<file path="config.mk">
export PLATFORM = sky130hd
export DESIGN_NAME = wp_key_gate
export DESIGN_NICKNAME = d
export VERILOG_FILES = /design/src/rtl/wp_gate_pkg.sv /design/src/rtl/wp_addr_decode.sv /design/src/rtl/wp_key_fsm.sv /design/src/rtl/wp_key_gate.sv
export SDC_FILE = /design/constraint.sdc
export NUM_CORES = 1
export LEC_CHECK = 0
export BUFFER_PORTS_ARGS = -buffer_cell sky130_fd_sc_hd__buf_4
export CAP_MARGIN = 10
export CORE_AREA = 2 2 39 41
export CTS_BUF_LIST = sky130_fd_sc_hd__clkbuf_8
export CTS_CLUSTER_SIZE = 14
export DETAILED_ROUTE_END_ITERATION = 12
export DIE_AREA = 0 0 41 43
export GPL_ROUTABILITY_DRIVEN = 0
export PLACE_DENSITY_LB_ADDON = 0.12
export SYNTH_ARGS = -nofsm -noshare
export SYNTH_HDL_FRONTEND = slang
export SYNTH_SLANG_ARGS = --single-unit
</file>
<file path="constraint.sdc">
create_clock -name clk -period 1 [get_ports clk]
set_input_delay 0.05 -clock clk [delete_from_list [all_inputs] [get_ports clk]]
set_output_delay 0.05 -clock clk [all_outputs]
set_load 0.05 [all_outputs]
</file>
<file path="src/rtl/wp_gate_pkg.sv">
// Package: shared types for the write-protection key gate.
// Assumes: nothing; imported by the unlock state machine.
package wp_gate_pkg;

    // Unlock progress: locked, first key seen, open.
    typedef enum logic [1:0] {
        WPK_LOCKED = 2'd0,
        WPK_ARMED  = 2'd1,
        WPK_OPEN   = 2'd2
    } wpk_state_e;

endpackage

</file>
<file path="src/rtl/wp_addr_decode.sv">
// Module: wp_addr_decode
// Classifies a byte offset as key register, protected word or free word.
// Assumes word-aligned registers. A misaligned offset matches nothing.
// If the key word also appears in PROT_MASK, the key register wins.
module wp_addr_decode #(
    parameter int                       ADDR_W    = 8,
    parameter logic [ADDR_W-1:0]        KEY_ADDR  = 8'h24,
    parameter logic [(1<<(ADDR_W-2))-1:0] PROT_MASK = 64'h3F
) (
    input  logic [ADDR_W-1:0] addr,
    output logic              key_hit,
    output logic              prot_hit,
    output logic              free_hit
);
    localparam int                WORD_W   = ADDR_W - 2;
    localparam int                NWORDS   = 1 << WORD_W;
    localparam logic [WORD_W-1:0] KEY_WORD = KEY_ADDR[ADDR_W-1:2];

    logic [WORD_W-1:0] word_idx;
    logic              aligned;
    logic [NWORDS-1:0] word_sel;

    assign word_idx = addr[ADDR_W-1:2];
    assign aligned  = (addr[1:0] == 2'b00);

    // One select line per word of the offset space.
    for (genvar i = 0; i < NWORDS; i++) begin : g_sel
        assign word_sel[i] = (word_idx == WORD_W'(i));
    end

    // Combine the selects into the three exclusive classes.
    always_comb begin
        key_hit  = aligned && (word_idx == KEY_WORD);
        prot_hit = aligned && !key_hit && |(word_sel & PROT_MASK);
        free_hit = aligned && !key_hit && !prot_hit;
    end
endmodule

</file>
<file path="src/rtl/wp_key_fsm.sv">
// Module: wp_key_fsm
// Tracks the two-value unlock sequence written to the key register.
// Assumes key_wr is high for exactly one cycle per key-register write.
// A value matches only when the whole data word equals the zero-extended key.
module wp_key_fsm
    import wp_gate_pkg::*;
#(
    parameter int               DATA_W     = 32,
    parameter logic [7:0]       KEY_FIRST  = 8'hCA,
    parameter logic [7:0]       KEY_SECOND = 8'h53
) (
    input  logic              clk,
    input  logic              rst_n,
    input  logic              key_wr,
    input  logic [DATA_W-1:0] key_data,
    output logic              open
);
    localparam logic [DATA_W-1:0] K1 = DATA_W'(KEY_FIRST);
    localparam logic [DATA_W-1:0] K2 = DATA_W'(KEY_SECOND);

    wpk_state_e state_q, state_d;

    // Next-state rule for a key write; any unexpected value locks.
    always_comb begin
        state_d = state_q;
        if (key_wr) begin
            unique case (state_q)
                WPK_LOCKED: state_d = (key_data == K1) ? WPK_ARMED : WPK_LOCKED;
                WPK_ARMED:  state_d = (key_data == K2) ? WPK_OPEN  : WPK_LOCKED;
                WPK_OPEN:   state_d = (key_data == K1) ? WPK_ARMED : WPK_LOCKED;
                default:    state_d = WPK_LOCKED;
            endcase
        end
    end

    // State register, reset to locked.
    always_ff @(posedge clk) begin
        if (!rst_n) state_q <= WPK_LOCKED;
        else        state_q <= state_d;
    end

    assign open = (state_q == WPK_OPEN);
endmodule

</file>
<file path="src/rtl/wp_key_gate.sv">
// Module: wp_key_gate (top)
// Gates bus writes to a protected register bank behind a two-value key.
// Assumes at most one write per cycle on a single write port. The
// protected registers themselves and all reads live outside this block.
module wp_key_gate #(
    parameter int                         ADDR_W     = 8,
    parameter int                         DATA_W     = 32,
    parameter logic [ADDR_W-1:0]          KEY_ADDR   = 8'h24,
    parameter logic [7:0]                 KEY_FIRST  = 8'hCA,
    parameter logic [7:0]                 KEY_SECOND = 8'h53,
    parameter logic [(1<<(ADDR_W-2))-1:0] PROT_MASK  = 64'h3F
) (
    input  logic              clk,
    input  logic              rst_n,
    input  logic              wr_en,
    input  logic [ADDR_W-1:0] wr_addr,
    input  logic [DATA_W-1:0] wr_data,
    output logic              prot_we,
    output logic              free_we,
    output logic              gate_open
);
    logic key_hit, prot_hit, free_hit;
    logic open;

    wp_addr_decode #(
        .ADDR_W   (ADDR_W),
        .KEY_ADDR (KEY_ADDR),
        .PROT_MASK(PROT_MASK)
    ) u_decode (
        .addr    (wr_addr),
        .key_hit (key_hit),
        .prot_hit(prot_hit),
        .free_hit(free_hit)
    );

    wp_key_fsm #(
        .DATA_W    (DATA_W),
        .KEY_FIRST (KEY_FIRST),
        .KEY_SECOND(KEY_SECOND)
    ) u_fsm (
        .clk     (clk),
        .rst_n   (rst_n),
        .key_wr  (wr_en && key_hit),
        .key_data(wr_data),
        .open    (open)
    );

    // Qualify the write strobe per decoded class and gate state.
    always_comb begin
        prot_we   = wr_en && prot_hit && open;
        free_we   = wr_en && free_hit;
        gate_open = open;
    end
endmodule

</file>
---- Word-level counts from Yosys, hierarchy flattened ----
Index checks and enable logic that the tools add are counted.
word-level totals
  register bits ........................... 2
  logic and storage cells ................. 29
  output and inout port bits .............. 3
  input bits .............................. 43
cells by class
  eq/ne operators ......................... 10
  reductions and logical operators ........ 15
  mux-type cells .......................... 3
operators by type and width
  cell                                                                    count
  32-bit by 7-bit equality test with 1-bit output, second input constant  1
  32-bit by 8-bit equality test with 1-bit output, second input constant  1
  6-bit by 2-bit equality test with 1-bit output, second input constant   2
  6-bit by 3-bit equality test with 1-bit output, second input constant   2
  1-bit logical AND                                                       8
  6-bit by 1-bit equality test with 1-bit output, second input constant   1
  6-bit by 4-bit equality test with 1-bit output, second input constant   1
  6-bit zero test                                                         1
  6-bit OR reduction                                                      1
  2-bit zero test                                                         2
  2-bit one-hot mux with 2 select lines                                   1
  2-bit by 1-bit equality test with 1-bit output, second input constant   1
  2-bit equality test, second input constant                              1
  1-bit zero test                                                         2
  2-bit 2-to-1 mux                                                        1
  2-bit OR reduction                                                      1
  1-bit 2-to-1 mux                                                        1

---- Depth between registers and ports, before layout ----
Gate-level depths: netlist of run 1.
  depth in word-level cells ............... 8
  depth in mapped cells ................... 4
  gate-level depth less buffers ........... 4

---- Hierarchy ----
Synthesis of run 1 repeated with hierarchy kept, for this count alone.
unflattened totals
  cell total of the unflattened synthesis .. 34
  area total of the unflattened synthesis .. 250.2 um^2
modules (own cells, without submodules)
  module          sequential area each (um^2)  area each (um^2)  times used  cells each
  wp_key_fsm      40.0                         176.4             1           22
  wp_addr_decode  0.0                          53.8              1           9
  wp_key_gate     0.0                          20.0              1           3

---- Least setup slack after synthesis of run 1 ----
OpenSTA, ideal clock, no wires.
  path kind ............................... flip-flop to output port
  start point ............................. reg u_fsm.state_q[1]
  end point ............................... out prot_we
  cell stages (with the launch flop) ...... 4
  setup slack ............................. -0.898 ns
  required time ........................... 0.950 ns
  arrival ................................. 1.848 ns
  path buffers ............................ 0
  path through ............................ dfxtp_1 nor2b_1 nand2_1 nor2_1
between the ends
  word-level cells in the longest chain between the ends .. 2
ends and longest elaborated chain
  what                    line               text
  from (decl)             wp_key_fsm.sv:21   wpk_state_e state_q, state_d;
  from (signal assigned)  wp_key_fsm.sv:39   else state_q <= state_d;
  2-bit equality test     wp_key_fsm.sv:42   assign open = (state_q == WPK_OPEN);
  via gate_open           wp_key_gate.sv:20  output logic gate_open
  1-bit logical AND       wp_key_gate.sv:50  prot_we = wr_en && prot_hit && open;
  to (decl)               wp_key_gate.sv:18  output logic prot_we,
The timed path passes the listed nets, and every way through them passes these cells.

---- Worst setup path after layout of run 1 ----
  start point ............................. reg u_fsm.state_q[1]
  end point ............................... out prot_we
between the ends
  word-level cells in the longest chain between the ends .. 2
ends and longest elaborated chain
  what                 line
  2-bit equality test  wp_key_fsm.sv:42
  1-bit logical AND    wp_key_gate.sv:50
No other way between the ends.

==> impl_metrics.yaml, run 1 <==
cts:
  cts_tree: "built"
  clock_latency_ns: 0.21
  cts_buffers: 3
  root_buffer: "clkbuf_8"
  clk_pin_slew_ns: 0.03
  cts_sinks: 2
  ctsLongestPathBuffers: 2
  cts_setup_buffers: 0
  hold_buffers: 0
  h-tree-depth: 1
finish:
  instances_no_fill: 98
  top_register: "u_fsm.state_q"
  reg_top3: "u_fsm.state_q: 2 flops"
  drive_gt1_share_pct: 76.83
  layout_commonest_cell: "buf_4"
  design_area_um2: 723.2
  largest_reg_flops: 2
  final_util_pct: 52.26
  antenna_cells: 0
  layout_common_cells: "buf_4, nor4_1"
  nets: 127
  syn_to_final_growth_pct: 193.4
timing:
  tns_ns: -0.05008
  fin_crit_ns: 1.050
  hold_ws_ns: 0.1198
  worst_slack_ns: -0.05008
  fin_skew_ns: 0.001173
  slew_viol_final: 0
  rsz0062_at_grt: "yes"
  setup_viol: 1
  finalCritPeriodShare_pct: 105.0
  fmax_mhz: 952.3
  slew_headroom_pct: 83.31
  finalHoldViolCount: 0
  worstMarginPinSlew_ns: 0.2469
floorplanning:
  rows: 14
  die_h_um: 43
  coreArea_um2: 1384
  die_area_um2: 1763
  die_w_um: 41
  start_util_pct: 17.81
  pin_count: 46
power_and_ir_drop:
  p_per_area_nw_per_um2: 812.0
  p_leak_nw: 0.3246
  finalPower_mw: 0.5872
  ir_drop_uv: 547.5
route:
  drt_iter0_markers: 1
  drc: 0
  avgViaCountPerCell: 4.653
  num_vias: 456
  wirelength_mm: 1.131
  ant_nets: 0
  post_drt_wl_per_cell_um: 11.54
  firstDrtPassIters: 4
synth:
  syn_inst: 32
  ys_warn_count: 0
  yosysSeqAreaShare_pct: 16.24
  syn_area_um2: 246.5
  yosysUniqueCellTypes: 17
  synth_area_per_cell_um2: 7.703
  synth_nets: 75
  ys_ff_latch: 2
placement:
  placed_cell_area_um2: 636.9
  dpl.cell_count: 95
  portBuffers: 45
  post-place-ws_ns: -0.1290
outcome:
  run_status: "finished with violations"
  violations: "negative setup slack"
flow_run:
  maxCapViolations: 0
worst_hold_path:
  hp-class: "input pin to register"
  hold_depth: 2
global_routing:
  grt_max_degree: 5
  overflow: 0
  grt_pass1_vias: 437
  grt_util_all_layers_pct: 13.93
  antenna_found_initial: 0
  grt_pass1_wl_mm: 1.649
setup_path:
  start_kind: "register"
  arrival_ns: 1.00
  cp.required_ns: 0.95
  r2r_cells: 3
  cp_max_fo: 3
  endpoint_kind: "primary output"
  crit_type: "register to primary output"
-- logic make-up after synthesis --
family	synth area share (%)
simple gates	71.07
compound gates	12.69
flops	16.24
-- routing by layer --
metal	up-vias	track usage, %	wire length, µm
met5	-	0	0
met4	0	10.00	19
met3	2	3.141	58
met2	18	23.75	687
met1	202	13.42	367
li1	234	-	-
-- timing repair --
| action | in CTS | in global routing |
|---|---|---|
| pin swaps | 0 | 1 |
| resized for setup | 8 | 4 |
| endpoints found under the setup margin | 2 | 2 |
-- layout make-up --
cell class / instances / area (µm²)
clock buffer: 3 / 41.29
fill: 138 / 660.6
multi-input combinational: 30 / 247.7
sequential: 2 / 42.54
tap: 16 / 20.02
timing repair buffer: 47 / 371.6
-- worst max-delay path: stages, from the launching register on --
cell	delay [ns]
dfxtp_2	0.33
nor2b_4	0.16
nand2_2	0.07
nor2_4	0.09
buf_8	0.15
-- synth_stat cells --
cell       count  area, µm²
nand2_1        5      18.77
nor2_1         5      18.77
nor4_1         5      31.28
a32o_2         2      22.52
dfxtp_1        2      40.04
nor4b_1        2      17.52
a2111oi_0      1      8.760
and4bb_1       1      12.51
nand3_1        1      5.000
nand3_2        1      10.01
nand3b_1       1      7.510
nand4_1        1      6.260
nand4bb_1      1      11.26
nor2b_1        1      6.260
nor3_1         1      5.000
nor3b_2        1      12.51
nor4_2         1      12.51
-- where the power goes --
part	switching [mW]	leakage [nW]	internal (mW)
registers	0.0000000000000842	0.0171	0.0804
clock network	0.0711	0.0216	0.255
logic	0.0531	0.286	0.127
-- final timing paths --
kind	end	startpoint	slack [ns]
max reg2reg	u_fsm.state_q[1]	u_fsm.state_q[1]	0.05
min reg2reg	u_fsm.state_q[1]	u_fsm.state_q[1]	0.51
min	u_fsm.state_q[0]	rst_n	0.12
max	prot_we	u_fsm.state_q[1]	-0.05
No activity file was read; power rests on OpenSTA's default activity.
==> run 2, diff against run 1 <==
--- a/config.mk
+++ b/config.mk
@@ -8,7 +8,6 @@
 export BUFFER_PORTS_ARGS = -buffer_cell sky130_fd_sc_hd__buf_4
 export CAP_MARGIN = 10
 export CORE_AREA = 2 2 39 41
-export CTS_BUF_LIST = sky130_fd_sc_hd__clkbuf_8
 export CTS_CLUSTER_SIZE = 14
 export DETAILED_ROUTE_END_ITERATION = 12
 export DIE_AREA = 0 0 41 43
==> impl_metrics.yaml, run 2 (same netlist as run 1, synthesis figures left out) <==
flow_run:
  maxCapViolations: 0
setup_path:
  crit_type: "register to primary output"
  cp_max_fo: 3
  crit_path_start: "u_fsm.state_q[1]"
  r2r_start: "u_fsm.state_q[1]"
  arrival_ns: 1.01
  cp.required_ns: 0.95
  endpoint_kind: "primary output"
  start_kind: "register"
worst_hold_path:
  hp-start: "rst_n"
  hp-class: "input pin to register"
power_and_ir_drop:
  share_comb_of_total_power_pct: 41.2
  switching_share_pct: 22.23
  power.switching_mw: 0.09722
  ir_drop_uv: 329.2
  p_clk_share_pct: 40.4
  p_per_area_nw_per_um2: 620.7
  seqPwrFrac_pct: 18.4
  p_int_mw: 0.3400
  p_leak_nw: 0.3169
finish:
  layout_common_cells: "buf_4, nor4_1"
  antenna_cells: 0
  multi_input_area_um2: 247.7
  drive_gt1_share_pct: 76.83
  nets: 127
  reg_top3: "u_fsm.state_q: 2 flops"
  top_register: "u_fsm.state_q"
  syn_to_final_growth_pct: 185.8
  layout_commonest_cell: "buf_4"
  n_fill_cell: 141
  final_util_pct: 50.90
  instances_no_fill: 98
  register_area_um2: 42.54
  largest_reg_flops: 2
timing:
  fin_crit_ns: 1.060
  worst_slack_ns: -0.06003
  slew_viol_final: 0
  fin_skew_ns: 0.001948
  worstMarginPinSlew_ns: 0.2469
  finalCritPeriodShare_pct: 106.0
  setup_viol: 1
  rsz0062_at_grt: "yes"
  fmax_mhz: 943.4
  slew_headroom_pct: 83.31
  finalHoldViolCount: 0
cts:
  clk_pin_slew_ns: 0.03
  h-tree-depth: 1
  ctsLongestPathBuffers: 2
  root_buffer: "clkbuf_4"
  cts_sinks: 2
  cts_buffers: 3
  cts_tree: "built"
  hold_buffers: 0
  clock_latency_ns: 0.22
route:
  wirelength_mm: 1.067
  firstDrtPassIters: 1
  avgViaCountPerCell: 4.602
  ant_nets: 0
  drc: 0
  post_drt_wl_per_cell_um: 10.89
  num_vias: 451
  drt_iter0_markers: 0
placement:
  portBuffers: 45
  dpl.cell_count: 95
global_routing:
  grt_pass1_wl_mm: 1.587
  grt_pass1_vias: 438
  grt_util_all_layers_pct: 12.83
  antenna_found_initial: 0
  overflow: 0
  grt_max_degree: 5
outcome:
  violations: "negative setup slack"
  run_status: "finished with violations"
floorplanning:
  coreArea_um2: 1384
  rows: 14
  start_util_pct: 17.81
  die_area_um2: 1763
  die_h_um: 43
  die_w_um: 41
  pin_count: 46
## run 2: cell counts in the layout (fill, tap and decap cells not counted)
No cell type changed its count.
## run 2: worst max-delay path, stage by stage (launching register included)
cell and delay, ns:
dfxtp_2 0.33, nor2b_4 0.16, nand2_2 0.07, nor2_4 0.09, buf_8 0.15
## run 2: power by group through the flow
stage | clock [mW] | sequential, mW | combinational, mW
4_1_cts | 0.191 | 0.0803 | 0.178
2_1_floorplan | 0 | 0.0814 | 0.0286
3_5_place_dp | 0 | 0.0814 | 0.167
5_1_grt | 0.191 | 0.0803 | 0.194
3_3_place_gp | 0 | 0.0814 | 0.164
6_report | 0.177 | 0.0804 | 0.180
## run 2: metrics by stage
stage | area (µm²) | power (mW) | setup TNS [ns] | hold slack (ns) | worst slack (ns)
2_1_floorplan | 264.0 | 0.1101 | -0.1398 | 0.2172 | -0.1398
3_3_place_gp | 636.9 | 0.2456 | -0.3027 | 0.3434 | -0.1248
3_5_place_dp | 636.9 | 0.2483 | -0.3224 | 0.3372 | -0.1290
4_1_cts | 689.4 | 0.4486 | -0.08171 | 0.1035 | -0.08171
5_1_grt | 704.4 | 0.4661 | -0.1240 | 0.1079 | -0.1201
6_report | 704.4 | 0.4372 | -0.06003 | 0.1126 | -0.06003
## run 2: path summary, 6_finish.rpt
path | endpoint | slack (ns) | depth (start not counted)
worst max register to register | u_fsm.state_q[1] | 0.05 | 3
worst max-delay path | prot_we | -0.06 | 4
worst min register to register | u_fsm.state_q[1] | 0.51 | 1
worst min-delay path | u_fsm.state_q[0] | 0.11 | 2
## run 2: routing by layer
metal	share of wire [%]	routed length (µm)	global-route usage [%]
met1	34	360	13.42
met2	62	660	22.19
met3	4.4	47	1.571
met4	0	0	8.000
met5	0	0	0
## run 2: final cells by class
type	instances	area share, %
Clock buffer	3	3.197
Multi-Input combinational cell	30	35.17
Sequential cell	2	6.039
Tap cell	16	2.842
Timing Repair Buffer	47	52.75
## run 2: what timing repair did
item	4_1_cts	5_1_grt
setup endpoints to repair	3	3
pin swaps	0	1
buffers inserted	0	0
cloned	0	0
gates resized for setup	7	5
==> run 3, diff against run 2 <==
--- a/config.mk
+++ b/config.mk
@@ -13,6 +13,7 @@
 export DIE_AREA = 0 0 41 43
 export GPL_ROUTABILITY_DRIVEN = 0
 export PLACE_DENSITY_LB_ADDON = 0.12
+export SETUP_SLACK_MARGIN = 0.2
 export SYNTH_ARGS = -nofsm -noshare
 export SYNTH_HDL_FRONTEND = slang
 export SYNTH_SLANG_ARGS = --single-unit
==> impl_metrics.yaml, run 3 (same netlist as run 1, synthesis figures left out) <==
outcome:
  run_status: "finished with violations"
  violations: "negative setup slack"
finish:
  layout_commonest_cell: "buf_4"
  antenna_cells: 0
  top_register: "u_fsm.state_q"
  layout_common_cells: "buf_4, nor4_1, nand2_1, clkbuf_4, buf_8"
  largest_reg_flops: 2
  design_area_um2: 730.7
  reg_top3: "u_fsm.state_q: 2 flops"
  nets: 127
  n_fill_cell: 127
  final_util_pct: 52.80
  multi_input_area_um2: 260.3
  syn_to_final_growth_pct: 196.4
  drive_gt1_share_pct: 79.27
  register_area_um2: 45.04
timing:
  setup_viol: 1
  finalHoldViolCount: 0
  fin_crit_ns: 1.053
  fmax_mhz: 949.4
  slew_viol_final: 0
  fin_skew_ns: 0.004844
  slew_headroom_pct: 79.77
  finalCritPeriodShare_pct: 105.3
  worst_slack_ns: -0.05331
  rsz0062_at_grt: "yes"
  worstMarginPinSlew_ns: 0.3034
power_and_ir_drop:
  p_int_mw: 0.3400
  share_comb_of_total_power_pct: 41.9
  p_per_area_nw_per_um2: 601.5
  seqPwrFrac_pct: 17.7
  power.switching_mw: 0.09956
  p_clk_share_pct: 40.4
  ir_drop_uv: 310.0
  p_leak_nw: 0.3221
  switching_share_pct: 22.65
cts:
  h-tree-depth: 1
  cts_tree: "built"
  ctsLongestPathBuffers: 2
  root_buffer: "clkbuf_4"
  clock_latency_ns: 0.23
  cts_buffers: 3
  cts_sinks: 2
  clk_pin_slew_ns: 0.03
route:
  wl_met2_um: 592
  avgViaCountPerCell: 4.735
  drc: 0
  firstDrtPassIters: 2
  highest_layer: "met3"
  post_drt_wl_per_cell_um: 10.66
  ant_nets: 0
  route.met3.wl_um: 104
  drt_iter0_markers: 1
  wl_met1_um: 348
  num_vias: 464
  wirelength_mm: 1.045
setup_path:
  reg2reg_to: "u_fsm.state_q[1]"
  r2r_cells: 3
  endpoint_kind: "primary output"
  cp.required_ns: 0.95
  arrival_ns: 1.00
  crit_type: "register to primary output"
  r2r_start: "u_fsm.state_q[1]"
  start_kind: "register"
  cp_max_fo: 3
  r2r_slack_ns: 0.05
global_routing:
  antenna_found_initial: 0
  grt_pass1_vias: 466
  overflow: 0
  grt_pass1_wl_mm: 1.635
  grt_util_all_layers_pct: 13.81
  grt_max_degree: 5
floorplanning:
  coreArea_um2: 1384
  pin_count: 46
  die_w_um: 41
  die_area_um2: 1763
  rows: 14
  start_util_pct: 17.81
  die_h_um: 43
placement:
  portBuffers: 45
  dp_hpwl_um: 896
  placed_cell_area_um2: 645.6
worst_hold_path:
  hp-start: "rst_n"
  holdPathEnd: "u_fsm.state_q[1]"
  hp-class: "input pin to register"
  hold_depth: 2
flow_run:
  maxCapViolations: 0
==> run 3: cell counts in the layout (fill, tap and decap cells not counted) <==
Identical to the previous run, type by type.
==> run 3: metal layers <==
layer	track usage, %	up-vias
met3	3.141	0
met4	12.00	0
met5	0	-
met1	14.01	205
met2	21.88	25
li1	-	234
==> run 3: area by class of cell <==
class	instances	area share, %
Timing Repair Buffer	47	52.40
Multi-Input combinational cell	30	35.62
Sequential cell	2	6.164
Clock buffer	3	3.082
Tap cell	16	2.740
==> run 3: worst max-delay path by stage <==
stage	startpoint	end	slack (ns)	cells after the start
after floorplan	u_fsm.state_q[1]	prot_we	-0.10	3
after global placement	wr_addr[4]	prot_we	-0.10	5
after detailed placement	wr_addr[4]	prot_we	-0.1	5
after CTS	u_fsm.state_q[1]	prot_we	-0.07	4
after global routing	u_fsm.state_q[1]	prot_we	-0.10	4
final	u_fsm.state_q[1]	prot_we	-0.05	4
==> run 3: power by group through the flow <==
stage	Sequential, mW	Clock (mW)	Combinational (mW)
after floorplan	0.0814	0	0.0317
after global placement	0.0814	0	0.169
after detailed placement	0.0814	0	0.170
after CTS	0.0777	0.187	0.180
after global routing	0.0776	0.190	0.199
final	0.0777	0.178	0.184
==> run 3: timing repair <==
item | CTS | global route
pin swaps | 5 | 1
resized for setup | 9 | 4
hold endpoints to repair | 0 | 0
endpoints found under the setup margin | 5 | 5
hold buffers | 0 | 0
cloned | 0 | 0
setup buffers | 1 | 0
==> run 3: worst max-delay path, cell delays in order (launching register included) <==
cell and delay [ns]:
dfxtp_2 0.32, nor2b_4 0.15, nand2_2 0.07, nor2_4 0.09
buf_6 0.16
==> run 3: metrics by stage <==
step                      setup slack [ns]  total power, mW  hold slack (ns)  TNS [ns]  cells
after global routing               -0.1041           0.4666           0.1068   -0.1319     98
final                             -0.05331           0.4395           0.1104  -0.05331     98
after CTS                         -0.06928           0.4447           0.1037   -0.1005     98
after detailed placement          -0.09603           0.2511           0.3416   -0.2710     94
after global placement             -0.1048           0.2500           0.3351   -0.2346     94
after floorplan                    -0.1024           0.1131           0.2171   -0.1024     32
